File: src/rtl/mrw_pkg.sv
package mrw_pkg;
  localparam int unsigned MRW_NUM_REGS  = 8;
  localparam int unsigned MRW_NUM_ALIAS = 4;
  localparam int unsigned MRW_DATA_W    = 32;
  localparam int unsigned MRW_PAGE_OFS  = 12;  // 4 KiB pages
  localparam int unsigned MRW_IDX_W     = 10;  // word index within a page
  localparam logic [MRW_NUM_REGS-1:0] MRW_PRIV_MASK = 8'h07;
endpackage

File: src/rtl/mrw_decode.sv
module mrw_decode #(
  parameter int unsigned NUM_ALIAS = 4,
  parameter int unsigned PAGE_W    = 3,
  parameter int unsigned IDX_W     = 10,
  localparam int unsigned ADDR_W   = 12 + PAGE_W
) (
  input  logic [ADDR_W-1:0]    addr_i,
  output logic                 in_window_o,
  output logic                 is_primary_o,
  output logic [NUM_ALIAS-1:0] alias_sel_o,
  output logic [IDX_W-1:0]     idx_o
);
  logic [PAGE_W-1:0] page;

  assign page         = addr_i[ADDR_W-1:12];
  assign idx_o        = addr_i[11:2];
  assign in_window_o  = (page <= PAGE_W'(NUM_ALIAS));
  assign is_primary_o = (page == '0);

  for (genvar n = 0; n < NUM_ALIAS; n++) begin : g_sel
    assign alias_sel_o[n] = (page == PAGE_W'(n + 1));
  end

  always_comb begin
    assert (!(is_primary_o && (alias_sel_o != '0)));
    assert ($onehot0(alias_sel_o));
  end
endmodule

File: src/rtl/mrw_gate.sv
module mrw_gate #(
  parameter int unsigned NUM_REGS  = 8,
  parameter int unsigned NUM_ALIAS = 4,
  parameter int unsigned IDX_W     = 10,
  parameter logic [NUM_REGS-1:0] PRIV_MASK = '0
) (
  input  logic                 wr_i,
  input  logic                 is_primary_i,
  input  logic [NUM_ALIAS-1:0] alias_sel_i,
  input  logic [IDX_W-1:0]     idx_i,
  input  logic [NUM_REGS-1:0]  acl_i [NUM_ALIAS],
  output logic [NUM_REGS-1:0]  reg_we_o,
  output logic [NUM_ALIAS-1:0] acl_we_o
);
  for (genvar i = 0; i < NUM_REGS; i++) begin : g_reg
    logic [NUM_ALIAS-1:0] col;
    logic                 alias_ok;
    for (genvar n = 0; n < NUM_ALIAS; n++) begin : g_col
      assign col[n] = acl_i[n][i];
    end
    if (PRIV_MASK[i]) begin : g_priv
      assign alias_ok = 1'b0;
    end else begin : g_open
      assign alias_ok = |(col & alias_sel_i);
    end
    assign reg_we_o[i] = wr_i && (idx_i == IDX_W'(i)) && (is_primary_i || alias_ok);
  end

  // masks: primary page only
  for (genvar n = 0; n < NUM_ALIAS; n++) begin : g_acl
    assign acl_we_o[n] = wr_i && is_primary_i && (idx_i == IDX_W'(NUM_REGS + n));
  end

  always_comb begin
    assert ($onehot0({reg_we_o, acl_we_o}));
  end
endmodule

File: src/rtl/mrw_store.sv
module mrw_store #(
  parameter int unsigned NUM_REGS  = 8,
  parameter int unsigned NUM_ALIAS = 4,
  parameter int unsigned DATA_W    = 32
) (
  input  logic                 clk_i,
  input  logic                 rst_ni,
  input  logic [DATA_W-1:0]    wdata_i,
  input  logic [NUM_REGS-1:0]  reg_we_i,
  input  logic [NUM_ALIAS-1:0] acl_we_i,
  output logic [DATA_W-1:0]    reg_q_o [NUM_REGS],
  output logic [NUM_REGS-1:0]  acl_q_o [NUM_ALIAS]
);
  for (genvar i = 0; i < NUM_REGS; i++) begin : g_reg
    always_ff @(posedge clk_i or negedge rst_ni) begin
      if (!rst_ni)          reg_q_o[i] <= '0;
      else if (reg_we_i[i]) reg_q_o[i] <= wdata_i;
    end
  end

  for (genvar n = 0; n < NUM_ALIAS; n++) begin : g_acl
    always_ff @(posedge clk_i or negedge rst_ni) begin
      if (!rst_ni)          acl_q_o[n] <= '0;
      else if (acl_we_i[n]) acl_q_o[n] <= wdata_i[NUM_REGS-1:0];
    end
  end
endmodule

File: src/rtl/mrw_window.sv
module mrw_window
  import mrw_pkg::*;
#(
  parameter int unsigned NUM_REGS  = MRW_NUM_REGS,
  parameter int unsigned NUM_ALIAS = MRW_NUM_ALIAS,
  parameter int unsigned DATA_W    = MRW_DATA_W,
  parameter logic [NUM_REGS-1:0] PRIV_MASK = MRW_PRIV_MASK,
  localparam int unsigned PAGE_W   = $clog2(NUM_ALIAS + 1),
  localparam int unsigned IDX_W    = MRW_IDX_W,
  localparam int unsigned ADDR_W   = MRW_PAGE_OFS + PAGE_W
) (
  input  logic              clk_i,
  input  logic              rst_ni,
  input  logic              req_i,
  input  logic              we_i,
  input  logic [ADDR_W-1:0] addr_i,
  input  logic [DATA_W-1:0] wdata_i,
  output logic [DATA_W-1:0] rdata_o
);
  logic                 in_window, is_primary, wr, rd;
  logic [NUM_ALIAS-1:0] alias_sel;
  logic [IDX_W-1:0]     idx;
  logic [NUM_REGS-1:0]  reg_we;
  logic [NUM_ALIAS-1:0] acl_we;
  logic [DATA_W-1:0]    reg_q [NUM_REGS];
  logic [NUM_REGS-1:0]  acl_q [NUM_ALIAS];
  logic [DATA_W-1:0]    rd_d;

  mrw_decode #(.NUM_ALIAS(NUM_ALIAS), .PAGE_W(PAGE_W), .IDX_W(IDX_W)) u_dec (
    .addr_i      (addr_i),
    .in_window_o (in_window),
    .is_primary_o(is_primary),
    .alias_sel_o (alias_sel),
    .idx_o       (idx)
  );

  assign wr = req_i && we_i && in_window;
  assign rd = req_i && !we_i;

  mrw_gate #(
    .NUM_REGS(NUM_REGS), .NUM_ALIAS(NUM_ALIAS), .IDX_W(IDX_W), .PRIV_MASK(PRIV_MASK)
  ) u_gate (
    .wr_i        (wr),
    .is_primary_i(is_primary),
    .alias_sel_i (alias_sel),
    .idx_i       (idx),
    .acl_i       (acl_q),
    .reg_we_o    (reg_we),
    .acl_we_o    (acl_we)
  );

  mrw_store #(.NUM_REGS(NUM_REGS), .NUM_ALIAS(NUM_ALIAS), .DATA_W(DATA_W)) u_store (
    .clk_i   (clk_i),
    .rst_ni  (rst_ni),
    .wdata_i (wdata_i),
    .reg_we_i(reg_we),
    .acl_we_i(acl_we),
    .reg_q_o (reg_q),
    .acl_q_o (acl_q)
  );

  // read path ignores the page once inside the window
  always_comb begin
    rd_d = '0;
    if (in_window) begin
      for (int i = 0; i < NUM_REGS; i++)
        if (idx == IDX_W'(i)) rd_d = reg_q[i];
      for (int n = 0; n < NUM_ALIAS; n++)
        if (idx == IDX_W'(NUM_REGS + n)) rd_d = DATA_W'(acl_q[n]);
    end
  end

  always_ff @(posedge clk_i or negedge rst_ni) begin
    if (!rst_ni)  rdata_o <= '0;
    else if (rd)  rdata_o <= rd_d;
  end

  AST_OUT_WINDOW_ZERO: assert property (@(posedge clk_i) disable iff (!rst_ni)
    (rd && !in_window) |=> (rdata_o == '0));

  for (genvar i = 0; i < NUM_REGS; i++) begin : g_ast
    if (PRIV_MASK[i]) begin : g_priv
      AST_PRIV_ALIAS_BLOCKED: assert property (@(posedge clk_i) disable iff (!rst_ni)
        !(req_i && we_i && addr_i[ADDR_W-1:12] == '0 && addr_i[11:2] == IDX_W'(i))
        |=> $stable(reg_q[i]));
    end else begin : g_open
      AST_ACL_CLOSED_HOLDS: assert property (@(posedge clk_i) disable iff (!rst_ni)
        (req_i && we_i && addr_i[ADDR_W-1:12] != '0 && addr_i[11:2] == IDX_W'(i)
         && ((alias_sel & {acl_q[3][i], acl_q[2][i], acl_q[1][i], acl_q[0][i]}) == '0))
        |=> $stable(reg_q[i]));
    end
  end

  for (genvar n = 0; n < NUM_ALIAS; n++) begin : g_ast_acl
    AST_ACL_PRIMARY_ONLY: assert property (@(posedge clk_i) disable iff (!rst_ni)
      !(req_i && we_i && addr_i[ADDR_W-1:12] == '0 && addr_i[11:2] == IDX_W'(NUM_REGS + n))
      |=> $stable(acl_q[n]));
  end
endmodule

File: config.mk
export PLATFORM = sky130hd
export DESIGN_NAME = mrw_window
export DESIGN_NICKNAME = d
export VERILOG_FILES = /design/src/rtl/mrw_pkg.sv /design/src/rtl/mrw_decode.sv /design/src/rtl/mrw_gate.sv /design/src/rtl/mrw_store.sv /design/src/rtl/mrw_window.sv
export SDC_FILE = /design/constraint.sdc
export NUM_CORES = 1
export LEC_CHECK = 0
export ABC_CLOCK_PERIOD_IN_PS = 1600
export BUFFER_PORTS_ARGS = -buffer_cell sky130_fd_sc_hd__buf_2
export CAP_MARGIN = 20
export CORE_ASPECT_RATIO = 1.5
export CORE_MARGIN = 2
export CORE_UTILIZATION = 35
export CTS_BUF_LIST = sky130_fd_sc_hd__clkbuf_16
export DETAILED_ROUTE_END_ITERATION = 10
export RECOVER_POWER = 100
export SETUP_SLACK_MARGIN = 0.3
export SYNTH_ARGS = -nofsm -noshare
export SYNTH_HDL_FRONTEND = slang
export SYNTH_SLANG_ARGS = --single-unit
File: constraint.sdc
create_clock -name clk_i -period 1.6 [get_ports clk_i]
set_input_delay 0.24 -clock clk_i [delete_from_list [all_inputs] [get_ports clk_i]]
set_output_delay 0.24 -clock clk_i [all_outputs]
set_load 0.03 [all_outputs]
==> impl_metrics.json <==
{
  "worst_skew_pair.late_latency_ps": 560,
  "hp-class": "primary input to flip-flop",
  "htreeDepth": 1,
  "synth_edf_count": 0,
  "die_area_um2": 44600,
  "synthSimpleGateAreaFrac_pct": 7.25,
  "numClockSinks": 320,
  "drtIter0Drc": 788,
  "finalCritPeriodShare_pct": 121,
  "cap_violations": 0,
  "dp_hpwl_um": 31500,
  "syn_nets": 1249,
  "finish.instance_area_um2": 19800,
  "cp_slowest_stage_delay_ps": 580,
  "busiest_layer": "met2",
  "p_per_area_nw_per_um2": 798,
  "io_buffers": 80,
  "avgSynthCellArea_um2": 12.5,
  "hold_ws_ps": 6.55,
  "post_drt_wl_per_cell_um": 24.2,
  "syn2layout_area_growth_pct": 31.6,
  "seq_area_um2": 8010,
  "postSynth.asyncResetShare_pct": 100,
  "final-setup-viol-count": 307,
  "tightest_slew_ps": 1130,
  "vdd_drop_max_v": 0.000864,
  "finalHoldViolCount": 0,
  "path_class": "primary input to flip-flop",
  "synthAdderAreaFrac_pct": 0,
  "dp_slack_ps": -895,
  "num_vias": 11259,
  "grt_pass1_wl_um": 71700,
  "final_cells": 2045,
  "start_util_pct": 35.2,
  "synth_ff_type": "dfrtp_1",
  "syn_area_um2": 15000,
  "multi_input_area_um2": 7200,
  "rr_endpoint": "u_store.reg_q_o[131]$_DFFE_PN0P_",
  "timing.final.ws_setup_ps": -338,
  "die_y_um": 258,
  "num_antenna_cells": 0,
  "gr-total-overflow": 0,
  "drv_slew": 0,
  "dpl_cell_area_um2": 17500,
  "antenna_found_initial": 1,
  "met1_usage_pct": 24.9,
  "worstSetupStartpoint": "addr_i[7]",
  "place.gp.congestion": 0.857,
  "ant_nets": 0,
  "violations": "setup timing",
  "clock_tree.root_cell": "clkbuf_16",
  "io_pins": 83,
  "synth_compound_area_share_pct": 10.2,
  "grt_setup_unrepaired": "yes",
  "reg2reg_depth": 8,
  "grt_max_degree": 68,
  "routed_wirelength_um": 49500,
  "final_util_pct": 46.3,
  "cts_buffers": 29,
  "yosysWarnings": 0,
  "ys_ff_latch": 320,
  "crit_path_max_fanout": 6,
  "path_clk_slew_ps": 70,
  "critPathSlowestCell": "or4_4",
  "regToRegSetupSlack_ps": -250,
  "seq_area_frac_synth_pct": 53.3,
  "power_leakage_nw": 9.53,
  "dp.cells": 1927,
  "final_nets": 1504,
  "status": "complete, but fails checks",
  "crit_path_end_kind": "flip-flop",
  "grt_util_all_layers_pct": 20.9,
  "ys_types": 62,
  "crit_end": "u_store.reg_q_o[131]$_DFFE_PN0P_",
  "vias_per_cell": 5.51,
  "path_cells": "buf_6, or4_4, or3_4, nor3_4, nor3b_4, buf_6, buf_12, buf_16, mux2_4",
  "drive_gt1_share_pct": 49.6,
  "firstDrtPassIters": 5,
  "core.rowCount": 93,
  "synthMuxAreaShare_pct": 26.3,
  "cts_tree": "built",
  "skew_ps": 6.48,
  "fp.dieW_um": 173,
  "met2_usage_pct": 37.5,
  "fill_cells": 3843,
  "cpMostUsedCell": "buf_6",
  "fin_crit_ps": 1940,
  "cp_data_arrival_time_ps": 2390,
  "core-area_um2": 42700,
  "synthCells": 1198,
  "r2r_start": "u_store.acl_q_o[3]$_DFFE_PN0P_",
  "fmax_ghz": 0.516,
  "drc_errors": 0,
  "use_met3_pct": 3.25,
  "clockBufferDepth": 3,
  "required_ps": 2050,
  "synth_top_family_by_area": "multiplexers",
  "critPathLaunchType": "primary input",
  "synth_xor_area_share_pct": 0,
  "grt_pass1_vias": 11725,
  "relSlewSlack_pct": 24.3
}
-- kinds of logic (layout without fill, tap and decap cells) --
| family | after synthesis | after routing |
|---|---|---|
| buffers and inverters | 104 | 381 |
| AOI/OAI and AO/OA | 231 | 231 |
| muxes | 341 | 341 |
| and+or+nand+nor | 202 | 202 |
| DFF | 320 | 320 |
-- report_power, final --
part / switching, W / internal (W) / total, W / leakage, nW
clock: 0.00309 / 0.00343 / 0.00652 / 0.454
combinational: 0.000779 / 0.000385 / 0.00116 / 4.61
sequential: 0.00000570 / 0.00810 / 0.00810 / 4.47
total: 0.00387 / 0.0119 / 0.0158 / 9.53
-- state kept, by name, summed over array words and instances, names as in the netlist --
signal / cells
rdata_o: 32
u_store.reg_q_o: 256
u_store.acl_q_o: 32
-- routing by layer --
metal	routed length, um	share of wire (%)	up-vias
met5	16	0.032	-
met4	2510	5.1	2
met3	2550	5.2	120
met2	25300	51	346
met1	19200	39	5863
li1	-	-	4928
-- per-stage QoR --
stage / power, W / TNS (ps)
6_report: 0.0158 / -60960
5_1_grt: 0.0163 / -69050
4_1_cts: 0.0159 / -46230
3_5_place_dp: 0.00937 / -207530
3_3_place_gp: 0.00936 / -203340
2_1_floorplan: 0.00870 / -156140
-- cells in the final DEF, fill, tap and decap left out, types with 6 or more instances in the layout --
cell,instances
clkinv_1,8
nor2_1,35
a211oi_1,17
o211ai_1,11
nor3_4,8
nor2_4,6
o22ai_1,8
nor2b_1,24
o221ai_1,10
mux2i_1,34
mux2_2,253
buf_16,10
buf_12,25
buf_2,43
o21ai_0,31
buf_6,25
mux4_2,14
clkbuf_2,36
inv_1,22
nand3_1,8
a22oi_1,15
o21ai_1,18
mux2_4,30
buf_4,159
mux2_1,9
dfrtp_1,318
nor3_1,8
nand2b_1,20
clkbuf_16,37
o2111ai_1,13
or3_1,15
nand2_1,32
a21oi_2,12
a21oi_1,45
-- area by class of cell --
type	instances	area share, %
Sequential cell	320	40.5
Multi-Input combinational cell	774	36.4
Timing Repair Buffer	315	14.9
Clock buffer	29	3.67
Tap cell	570	3.61
Clock inverter	24	0.652
Inverter	13	0.247
-- worst min-delay path by stage --
stage | from | endpoint | slack, ps | cells after the start
floorplan | rst_ni | rdata_o[0]$_DFFE_PN0P_ | -60 | 0
global placement | rst_ni | u_store.reg_q_o[142]$_DFFE_PN0P_ | 160 | 1
detailed placement | rst_ni | u_store.reg_q_o[206]$_DFFE_PN0P_ | 150 | 1
CTS | wdata_i[28] | u_store.reg_q_o[156]$_DFFE_PN0P_ | 6 | 2
global route | wdata_i[28] | u_store.reg_q_o[156]$_DFFE_PN0P_ | 20 | 2
finish | wdata_i[28] | u_store.reg_q_o[156]$_DFFE_PN0P_ | 7 | 2
-- repair_timing --
action | CTS | global route
hold buffers | 1 | 0
gates resized for setup | 61 | 197
pin swaps | 5 | 50
buffers inserted | 14 | 34
setup endpoints to repair | 350 | 351
gates cloned | 8 | 8
endpoints found under the hold margin | 318 | 0
-- cell usage after synthesis, drive strengths merged, types with 3 or more instances --
master   count  area, um^2
dfrtp      320        8010
mux2       292        3290
a21oi       57         285
clkbuf      56         210
o21ai       50         250
nand2       43         161
nor2        41         154
buf         35         185
mux2i       35         350
nor2b       26         163
nand2b      21         131
nor3        20         126
a211oi      19         143
a22oi       17         128
or3         16         105
mux4        14         315
inv         13        48.8
o2111ai     13         114
o221ai      13         114
nand3       11        55.1
o211ai      11        82.6
o22ai        9        56.3
a21o         5        37.5
nand4        5        31.3
a221o        4        40.0
a31oi        4        25.0
a221oi       3        26.3
a32o         3        30.0
a32oi        3        26.3
and3         3        18.8
nor3b        3        38.8
nor4         3        25.0
o22a         3        26.3
or2          3        18.8
-- worst max-delay path: cells and delay by family --
| family | cells | cell delay, ps |
|---|---|---|
| buf+inv | 4 | 520 |
| simple gates | 4 | 1300 |
| mux | 1 | 300 |
(Power assumes the default switching activity.)
